===== src/rtl/con_irq_pkg.sv =====
package con_irq_pkg;

    localparam int CH_N      = 2;
    localparam int BYTE_W    = 8;
    localparam int CH_ISR_SH = 4;   // interrupt bit stride between channels

    // status register bit positions
    localparam int STS_RX_BIT  = 0;
    localparam int STS_TX_BIT  = 2;
    // command register flush bit
    localparam int CMD_FLUSH_BIT = 3;

    function automatic int tx_isr_bit(input int ch);
        return ch * CH_ISR_SH;
    endfunction

    function automatic int rx_isr_bit(input int ch);
        return ch * CH_ISR_SH + 1;
    endfunction

    function automatic logic [BYTE_W-1:0] tx_isr_all();
        logic [BYTE_W-1:0] m;
        m = '0;
        for (int c = 0; c < CH_N; c++) m[tx_isr_bit(c)] = 1'b1;
        return m;
    endfunction

    typedef struct packed {
        logic [BYTE_W-1:0]        isr;
        logic [BYTE_W-1:0]        imr;
        logic                     irq;
        logic [CH_N-1:0]          tx_vld;
        logic [CH_N*BYTE_W-1:0]   tx_dat;
        logic [CH_N-1:0]          flush;
    } core_t;

endpackage


===== src/rtl/con_tick_div.sv =====
module con_tick_div #(
    parameter int DIV = 2
) (
    input  logic clk,
    input  logic rst_n,
    input  logic tick,
    output logic fire
);
    localparam int CW = (DIV > 1) ? $clog2(DIV) : 1;
    localparam logic [CW-1:0] LAST = CW'(DIV - 1);

    logic [CW-1:0] cnt_d, cnt_q;

    always_comb begin
        fire  = tick && (cnt_q == LAST);
        cnt_d = cnt_q;
        if (tick) cnt_d = fire ? '0 : cnt_q + 1'b1;
    end

    always_ff @(posedge clk) begin
        if (!rst_n) cnt_q <= '0;
        else        cnt_q <= cnt_d;
    end
endmodule


===== src/rtl/con_rx_track.sv =====
module con_rx_track (
    input  logic clk,
    input  logic rst_n,
    input  logic rx_valid,
    input  logic pop,
    output logic arrive
);
    logic seen_d, seen_q;

    always_comb begin
        arrive = rx_valid && !seen_q;
        seen_d = rx_valid && !pop;
    end

    always_ff @(posedge clk) begin
        if (!rst_n) seen_q <= 1'b0;
        else        seen_q <= seen_d;
    end
endmodule


===== src/rtl/con_addr_dec.sv =====
module con_addr_dec #(
    parameter int ADDR_W     = 12,
    parameter int CH_N       = 2,
    parameter int STS_A_OFS  = 'h40C,
    parameter int CMD_A_OFS  = 'h414,
    parameter int HOLD_A_OFS = 'h41C,
    parameter int ISR_OFS    = 'h42C,
    parameter int CH_STRIDE  = 'h40
) (
    input  logic [ADDR_W-1:0] addr,
    output logic [CH_N-1:0]   hit_sts,
    output logic [CH_N-1:0]   hit_cmd,
    output logic [CH_N-1:0]   hit_hold,
    output logic              hit_isr
);
    localparam logic [ADDR_W-1:0] ISR_A = ADDR_W'(ISR_OFS);

    assign hit_isr = (addr == ISR_A);

    for (genvar ch = 0; ch < CH_N; ch++) begin : g_ch
        localparam logic [ADDR_W-1:0] S_A = ADDR_W'(STS_A_OFS  + ch * CH_STRIDE);
        localparam logic [ADDR_W-1:0] C_A = ADDR_W'(CMD_A_OFS  + ch * CH_STRIDE);
        localparam logic [ADDR_W-1:0] H_A = ADDR_W'(HOLD_A_OFS + ch * CH_STRIDE);
        assign hit_sts[ch]  = (addr == S_A);
        assign hit_cmd[ch]  = (addr == C_A);
        assign hit_hold[ch] = (addr == H_A);
    end
endmodule


===== src/rtl/con_irq_regs.sv =====
module con_irq_regs
    import con_irq_pkg::*;
#(
    parameter int ADDR_W     = 12,
    parameter int TICK_DIV   = 2,
    parameter int STS_A_OFS  = 'h40C,
    parameter int CMD_A_OFS  = 'h414,
    parameter int HOLD_A_OFS = 'h41C,
    parameter int ISR_OFS    = 'h42C,
    parameter int CH_STRIDE  = 'h40
) (
    input  logic                     clk,
    input  logic                     rst_n,
    input  logic                     bus_en,
    input  logic                     bus_we,
    input  logic [ADDR_W-1:0]        bus_addr,
    input  logic [BYTE_W-1:0]        bus_wdata,
    output logic [BYTE_W-1:0]        bus_rdata,
    input  logic [CH_N-1:0]          rx_valid,
    input  logic [CH_N*BYTE_W-1:0]   rx_data,
    output logic [CH_N-1:0]          rx_ready,
    output logic [CH_N-1:0]          tx_valid,
    output logic [CH_N*BYTE_W-1:0]   tx_data,
    output logic [CH_N-1:0]          flush_req,
    input  logic                     tick,
    output logic                     irq
);
    localparam logic [BYTE_W-1:0] TX_ALL = tx_isr_all();
    localparam int CLR_CH = 0;   // only this channel's status read drops the line

    core_t q, d;

    logic [CH_N-1:0] hit_sts, hit_cmd, hit_hold;
    logic            hit_isr;
    logic [CH_N-1:0] arrive;
    logic            tx_fire;
    logic            rd, wr;
    logic            irq_set, irq_clr;
    logic [CH_N-1:0] sts_rd;

    con_addr_dec #(
        .ADDR_W(ADDR_W), .CH_N(CH_N),
        .STS_A_OFS(STS_A_OFS), .CMD_A_OFS(CMD_A_OFS),
        .HOLD_A_OFS(HOLD_A_OFS), .ISR_OFS(ISR_OFS), .CH_STRIDE(CH_STRIDE)
    ) u_dec (
        .addr(bus_addr), .hit_sts(hit_sts), .hit_cmd(hit_cmd),
        .hit_hold(hit_hold), .hit_isr(hit_isr)
    );

    con_tick_div #(.DIV(TICK_DIV)) u_tick (
        .clk(clk), .rst_n(rst_n), .tick(tick), .fire(tx_fire)
    );

    for (genvar ch = 0; ch < CH_N; ch++) begin : g_rx
        con_rx_track u_trk (
            .clk(clk), .rst_n(rst_n), .rx_valid(rx_valid[ch]),
            .pop(rx_ready[ch]), .arrive(arrive[ch])
        );
    end

    assign rd     = bus_en && !bus_we;
    assign wr     = bus_en &&  bus_we;
    assign sts_rd = rd ? hit_sts : '0;

    always_comb begin
        d         = q;
        d.tx_vld  = '0;
        d.flush   = '0;
        bus_rdata = '0;
        rx_ready  = '0;
        irq_set   = 1'b0;
        irq_clr   = 1'b0;

        // shared status/mask address
        if (wr && hit_isr) d.imr = bus_wdata;
        if (rd && hit_isr) bus_rdata = q.isr;

        // per-channel accesses (clears first)
        for (int ch = 0; ch < CH_N; ch++) begin
            if (sts_rd[ch]) begin
                bus_rdata[STS_TX_BIT] = 1'b1;
                bus_rdata[STS_RX_BIT] = rx_valid[ch];
                if (ch == CLR_CH) irq_clr = 1'b1;
            end
            if (wr && hit_cmd[ch] && bus_wdata[CMD_FLUSH_BIT])
                d.flush[ch] = 1'b1;
            if (wr && hit_hold[ch]) begin
                d.tx_vld[ch]                 = 1'b1;
                d.tx_dat[ch*BYTE_W +: BYTE_W] = bus_wdata;
                d.isr[tx_isr_bit(ch)]        = 1'b0;
            end
            if (rd && hit_hold[ch]) begin
                d.isr[rx_isr_bit(ch)] = 1'b0;
                if (rx_valid[ch]) begin
                    bus_rdata    = rx_data[ch*BYTE_W +: BYTE_W];
                    rx_ready[ch] = 1'b1;
                end
            end
        end

        // event sets (win over clears in the same cycle)
        for (int ch = 0; ch < CH_N; ch++) begin
            if (arrive[ch] && q.imr[rx_isr_bit(ch)]) begin
                d.isr[rx_isr_bit(ch)] = 1'b1;
                irq_set               = 1'b1;
            end
        end
        if (tx_fire && |(q.imr & TX_ALL)) begin
            d.isr   = d.isr | TX_ALL;
            irq_set = 1'b1;
        end

        if (irq_set)      d.irq = 1'b1;
        else if (irq_clr) d.irq = 1'b0;
    end

    always_ff @(posedge clk) begin
        if (!rst_n) q <= '0;
        else        q <= d;
    end

    assign tx_valid  = q.tx_vld;
    assign tx_data   = q.tx_dat;
    assign flush_req = q.flush;
    assign irq       = q.irq;
endmodule


===== config.mk =====
export PLATFORM = sky130hd
export DESIGN_NAME = con_irq_regs
export DESIGN_NICKNAME = d
export VERILOG_FILES = /design/src/rtl/con_irq_pkg.sv /design/src/rtl/con_tick_div.sv /design/src/rtl/con_rx_track.sv /design/src/rtl/con_addr_dec.sv /design/src/rtl/con_irq_regs.sv
export SDC_FILE = /design/constraint.sdc
export NUM_CORES = 1
export LEC_CHECK = 0
export CORE_MARGIN = 3
export CORE_UTILIZATION = 38
export DETAILED_ROUTE_END_ITERATION = 10
export PLACE_DENSITY = 0.78
export SLEW_MARGIN = 20
export SYNTH_ARGS = -nofsm -noshare
export SYNTH_HDL_FRONTEND = slang
export SYNTH_SLANG_ARGS = --single-unit

===== constraint.sdc =====
create_clock -name clk -period 1.7 [get_ports clk]
set_input_delay 0.34 -clock clk [delete_from_list [all_inputs] [get_ports clk]]
set_output_delay 0.34 -clock clk [all_outputs]
set_load 0.1 [all_outputs]

Word-level counts from Yosys, hierarchy flattened
Cells that the tools add are included.
{ "word_totals": {"out_inout_bits": 31, "reg_bits": 34, "inputBits": 43} }
{ "op_classes": {"n_reduce_logical": 29, "eq_ne": 7, "n_mux": 32, "n_addsub": 1} }
{ "op_table": {"columns": ["cell", "count"], "rows": [
  ["12-bit by 11-bit equality test with 1-bit output, second input constant", 7],
  ["8-bit 2-to-1 mux", 4],
  ["1-bit 2-to-1 mux", 25],
  ["1-bit logical AND", 20],
  ["6-bit 2-to-1 mux", 1],
  ["2-bit nonzero test", 3],
  ["1-bit logical NOT", 5],
  ["5-bit 2-to-1 mux", 1],
  ["2-bit 2-to-1 mux", 1],
  ["2-bit OR reduction", 1],
  ["1-bit adder, second input constant", 1]
]} }

Logic depth before layout (Yosys ltp)
{ "logic_depth": {"word_depth": 10, "mapped_depth": 5, "depth_no_buf": 4} }

By module
From an unflattened synthesis, not the netlist that was laid out.
{ "hier_totals": {"cells_unflattened": 202, "area_unflattened_um2": 1706.6} }
{ "modules_own_cells": {"columns": ["module", "area_each_um2", "n_inst", "cells_per_inst"], "rows": [
  ["con_irq_regs", 1452.6, 1, 174],
  ["con_addr_dec", 141.4, 1, 18],
  ["con_rx_track", 35.0, 2, 3],
  ["con_tick_div", 42.5, 1, 4]
]} }

Worst setup path before layout
Ideal clock, no wire load.
{ "synth_timing": {"kind": "in2out", "startpoint": "in bus_addr[7]", "endpoint": "out bus_rdata[0]", "path_slack_ns": -1.329, "required_time_ns": 1.360, "path_stages": 4, "arrival_ns": 2.689, "cell_sequence": "nor4b_4 and2_1 nand4_1 a31oi_1"} }
{ "synth_between": {"elab_chain_cells": 9, "elab_cells_between_ends": 16, "classes_between": "eq/ne (5); mux (8); reduce/logical (3)"} }
{ "synth_lines": {"columns": ["element", "line_no", "source"], "rows": [
  ["start, declared", "con_irq_regs.sv:16", "input logic [ADDR_W-1:0] bus_addr,"],
  ["12-bit by 11-bit equality test with 1-bit output", "con_addr_dec.sv:18", "assign hit_isr = (addr == ISR_A);"],
  ["1-bit logical AND", "con_irq_regs.sv:76", "if (rd && hit_isr) bus_rdata = q.isr;"],
  ["6-bit 2-to-1 mux", "con_irq_regs.sv:76", null],
  ["1-bit 2-to-1 mux", "con_irq_regs.sv:80", "if (sts_rd[ch]) begin"],
  ["8-bit 2-to-1 mux", "con_irq_regs.sv:94", "if (rx_valid[ch]) begin"],
  ["8-bit 2-to-1 mux", "con_irq_regs.sv:92", "if (rd && hit_hold[ch]) begin"],
  ["1-bit 2-to-1 mux", "con_irq_regs.sv:80", null],
  ["8-bit 2-to-1 mux", "con_irq_regs.sv:94", null],
  ["8-bit 2-to-1 mux (*)", "con_irq_regs.sv:92", null],
  ["end, declared", "con_irq_regs.sv:18", "output logic [BYTE_W-1:0] bus_rdata,"]
]} }
Every way passes the cells marked *; elsewhere a longest branch is shown, timed or not.

Worst setup path after layout
{ "layout_timing": {"startpoint": "in bus_addr[1]", "endpoint": "out bus_rdata[5]"} }
{ "layout_between": {"elab_chain_cells": 7, "elab_cells_between_ends": 11, "classes_between": "eq/ne (3); mux (5); reduce/logical (3)"} }
{ "layout_lines": {"columns": ["element", "line_no"], "rows": [
  ["12-bit by 11-bit equality test with 1-bit output", "con_addr_dec.sv:18"],
  ["1-bit logical AND", "con_irq_regs.sv:76"],
  ["6-bit 2-to-1 mux", "con_irq_regs.sv:76"],
  ["8-bit 2-to-1 mux", "con_irq_regs.sv:94"],
  ["8-bit 2-to-1 mux", "con_irq_regs.sv:92"],
  ["8-bit 2-to-1 mux", "con_irq_regs.sv:94"],
  ["8-bit 2-to-1 mux (*)", "con_irq_regs.sv:92"]
]} }
Marks and branches as above.

==> impl_metrics.env <==
export IMPL_antenna_found_initial=0
export IMPL_grt_use_total=0.216
export IMPL_maxCapViolCount=0
export IMPL_cp_start_kind="primary input"
export IMPL_area_growth_pct=91.5
export IMPL_final_layout_size_suffix_gt1_frac=0.438
export IMPL_rsz0062_at_grt="yes"
export IMPL_cts_max_level=2
export IMPL_place_congestion=0.860
export IMPL_relSlewSlack=0.768
export IMPL_fin_skew_ps=4.97
export IMPL_fmax_mhz=475
export IMPL_tns_ps=-4650
export IMPL_crit_fanout=8
export IMPL_drc=0
export IMPL_grt_ovfl_total=0
export IMPL_ys_seq_area_frac=0.378
export IMPL_ant_nets=0
export IMPL_avgSynthCellArea_um2=8.91
export IMPL_ys_flop_type="dfxtp_1"
export IMPL_clkLatencyLatePin_ps=290
export IMPL_cts_buffers=5
export IMPL_grt_max_degree=30
export IMPL_clk_pin_slew_ps=70
export IMPL_syn_nets=233
export IMPL_cp_required_ps=1360
export IMPL_synthesis_area_um2=1690
export IMPL_via_count=1850
export IMPL_ys_types=39
export IMPL_powerDensity_nw_per_um2=482
export IMPL_p_total_mw=1.56
export IMPL_num_rows=23
export IMPL_ys_ff_latch=32
export IMPL_finalSetupViolCount=24
export IMPL_post_dp_hpwl_um=4220
export IMPL_drt_iter0_markers=116
export IMPL_initial_core_util=0.409
export IMPL_n_antenna_cell=0
export IMPL_placed_cells=322
export IMPL_p_leak_nw=1.30
export IMPL_hold_path_class="in2reg"
export IMPL_hold_violations=0
export IMPL_cts_hold_fix_buffers=0
export IMPL_tritoncts="done"
export IMPL_instances_no_fill=338
export IMPL_die_x_um=72.7
export IMPL_clk_path_buf_depth=2
export IMPL_synth_edff_count=0
export IMPL_violations="setup timing"
export IMPL_finalMaxSlewViolations=0
export IMPL_fin_ws_ps=-404
export IMPL_drt_pre_antenna_iters=4
export IMPL_synthCells=190
export IMPL_fp_dieH_um=72.7
export IMPL_vias_per_cell=5.47
export IMPL_async_flop_share=0
export IMPL_yosysWarningCount=0
export IMPL_coreArea_um2=4140
export IMPL_worstSetupPathType="in2out"
export IMPL_dieArea_um2=5290
export IMPL_grt_pass1_wl_um=8770
export IMPL_tightest_slew_ps=346
export IMPL_critPathArrivalTime_ps=1760
export IMPL_pin_count=74
export IMPL_avgRoutedWirePerCell_um=18.0
export IMPL_drt_wl_total_um=6080
export IMPL_n_fill_cell=246
export IMPL_cts_sinks=32
export IMPL_vdd_drop_max_uv=528
export IMPL_fin_crit_ps=2100
export IMPL_hold_ws_ps=416
export IMPL_cts_root_buffer="clkbuf_8"
export IMPL_finalCritPeriodShare=1.24
export IMPL_grt_pass1_vias=1771
export IMPL_final_nets=331
export IMPL_worstSetupEndpointType="output pin"
export IMPL_portBuffers=73
export IMPL_outcome="finished with violations"
-- critical path, cell delays in order --
cell and delay [ps]:
buf_6 90, nand2b_4 130, or4_4 440, nor3_4 250, buf_12 160, a221o_4 170, buf_12 170
-- cells by family (layout without fill, tap and decap cells) --
group | count (synthesis) | after routing | synth area share
compound gates | 29 | 29 | 0.122
xor+xnor | 1 | 1 | 0.00517
buf+inv | 35 | 133 | 0.131
flops | 32 | 32 | 0.378
mux | 17 | 17 | 0.101
simple gates | 76 | 76 | 0.262
-- where the power goes --
part	internal, mW	switching, mW	total, mW
logic	0.139	0.107	0.246
registers	0.755	0.00318	0.758
clock network	0.277	0.280	0.557
total	1.17	0.390	1.56
-- layer usage --
layer	vias up	wire length, um	share of wire	global-route usage
li1	855	-	-	-
met1	902	2290	0.38	0.255
met5	-	0	0	0
met3	13	389	0.064	0.0510
met2	80	3280	0.54	0.388
met4	0	112	0.018	0.0594
-- layout make-up --
| cell class | count | area [um^2] | area share |
|---|---|---|---|
| Inverter | 6 | 22.5 | 0.00695 |
| Clock inverter | 2 | 12.5 | 0.00386 |
| Multi-Input combinational cell | 123 | 1010 | 0.311 |
| Clock buffer | 5 | 68.8 | 0.0212 |
| Sequential cell | 32 | 641 | 0.198 |
| Timing Repair Buffer | 120 | 1430 | 0.440 |
| Tap cell | 50 | 62.6 | 0.0193 |
-- sequential cells by signal, summed over array words and instances, names as in the netlist --
signal / cells
flush_req: 2
irq: 1
tx_valid: 2
q: 8
tx_data: 16
u_tick.cnt_q: 1
g_rx.u_trk.seen_q: 2
-- cell usage in the layout, fill, tap and decap left out, drive strengths merged, types with 4 or more instances in the layout --
cell type,synthesis,final
buf,25,86
dfxtp,32,32
nand2,30,30
clkdlybuf4s50,0,27
mux2i,16,16
nand3,9,9
nor2,7,7
o21ai,7,7
clkbuf,4,7
nand4,6,6
inv,6,6
a21oi,6,6
nor3,6,6
a221o,4,4
nor4,4,4
-- cell usage after synthesis (2+ instances only) --
| cell type | n | share of area |
|---|---|---|
| nand2_1 | 29 | 0.064 |
| o21ai_0 | 5 | 0.015 |
| buf_4 | 24 | 0.11 |
| nor2_1 | 6 | 0.013 |
| dfxtp_1 | 32 | 0.38 |
| nand3_1 | 8 | 0.024 |
| a22o_1 | 3 | 0.016 |
| nand3b_1 | 2 | 0.0089 |
| clkbuf_1 | 4 | 0.0089 |
| o21ai_1 | 2 | 0.0059 |
| inv_1 | 6 | 0.013 |
| o311a_1 | 2 | 0.012 |
| nor2b_1 | 3 | 0.011 |
| mux2i_1 | 16 | 0.095 |
| a21oi_1 | 6 | 0.018 |
| nor4_2 | 2 | 0.015 |
| nor4_1 | 2 | 0.0074 |
| nand4_1 | 6 | 0.022 |
| nor4b_4 | 2 | 0.028 |
| a221o_1 | 4 | 0.024 |
| nor3_1 | 5 | 0.015 |
| nand2b_1 | 2 | 0.0074 |
| o31ai_1 | 3 | 0.013 |
-- per-stage QoR --
step | utilization | cell area [um^2] | worst slack [ps]
finish | 0.782 | 3240 | -404
global route | 0.782 | 3240 | -431
CTS | 0.758 | 3140 | -414
detailed placement | 0.724 | 3000 | -774
global placement | 0.724 | 3000 | -738
floorplan | - | 1790 | -389
-- repair_timing --
item                       in CTS  in global routing
pin swaps                      13                 15
setup buffers                   4                  4
gates resized for setup        56                 25
setup endpoints to repair      36                 28
gates cloned                    2                  0
-- final timing paths --
| kind | cells past startpoint | end | slack (ps) | startpoint |
|---|---|---|---|---|
| min reg2reg | 2 | q[29] | 480 | q[29] |
| max reg2reg | 3 | q[33] | 790 | q[21] |
| max | 7 | bus_rdata[5] | -400 | bus_addr[1] |
| min | 3 | flush_req[0] | 420 | bus_addr[6] |
(Power assumes the default switching activity.)
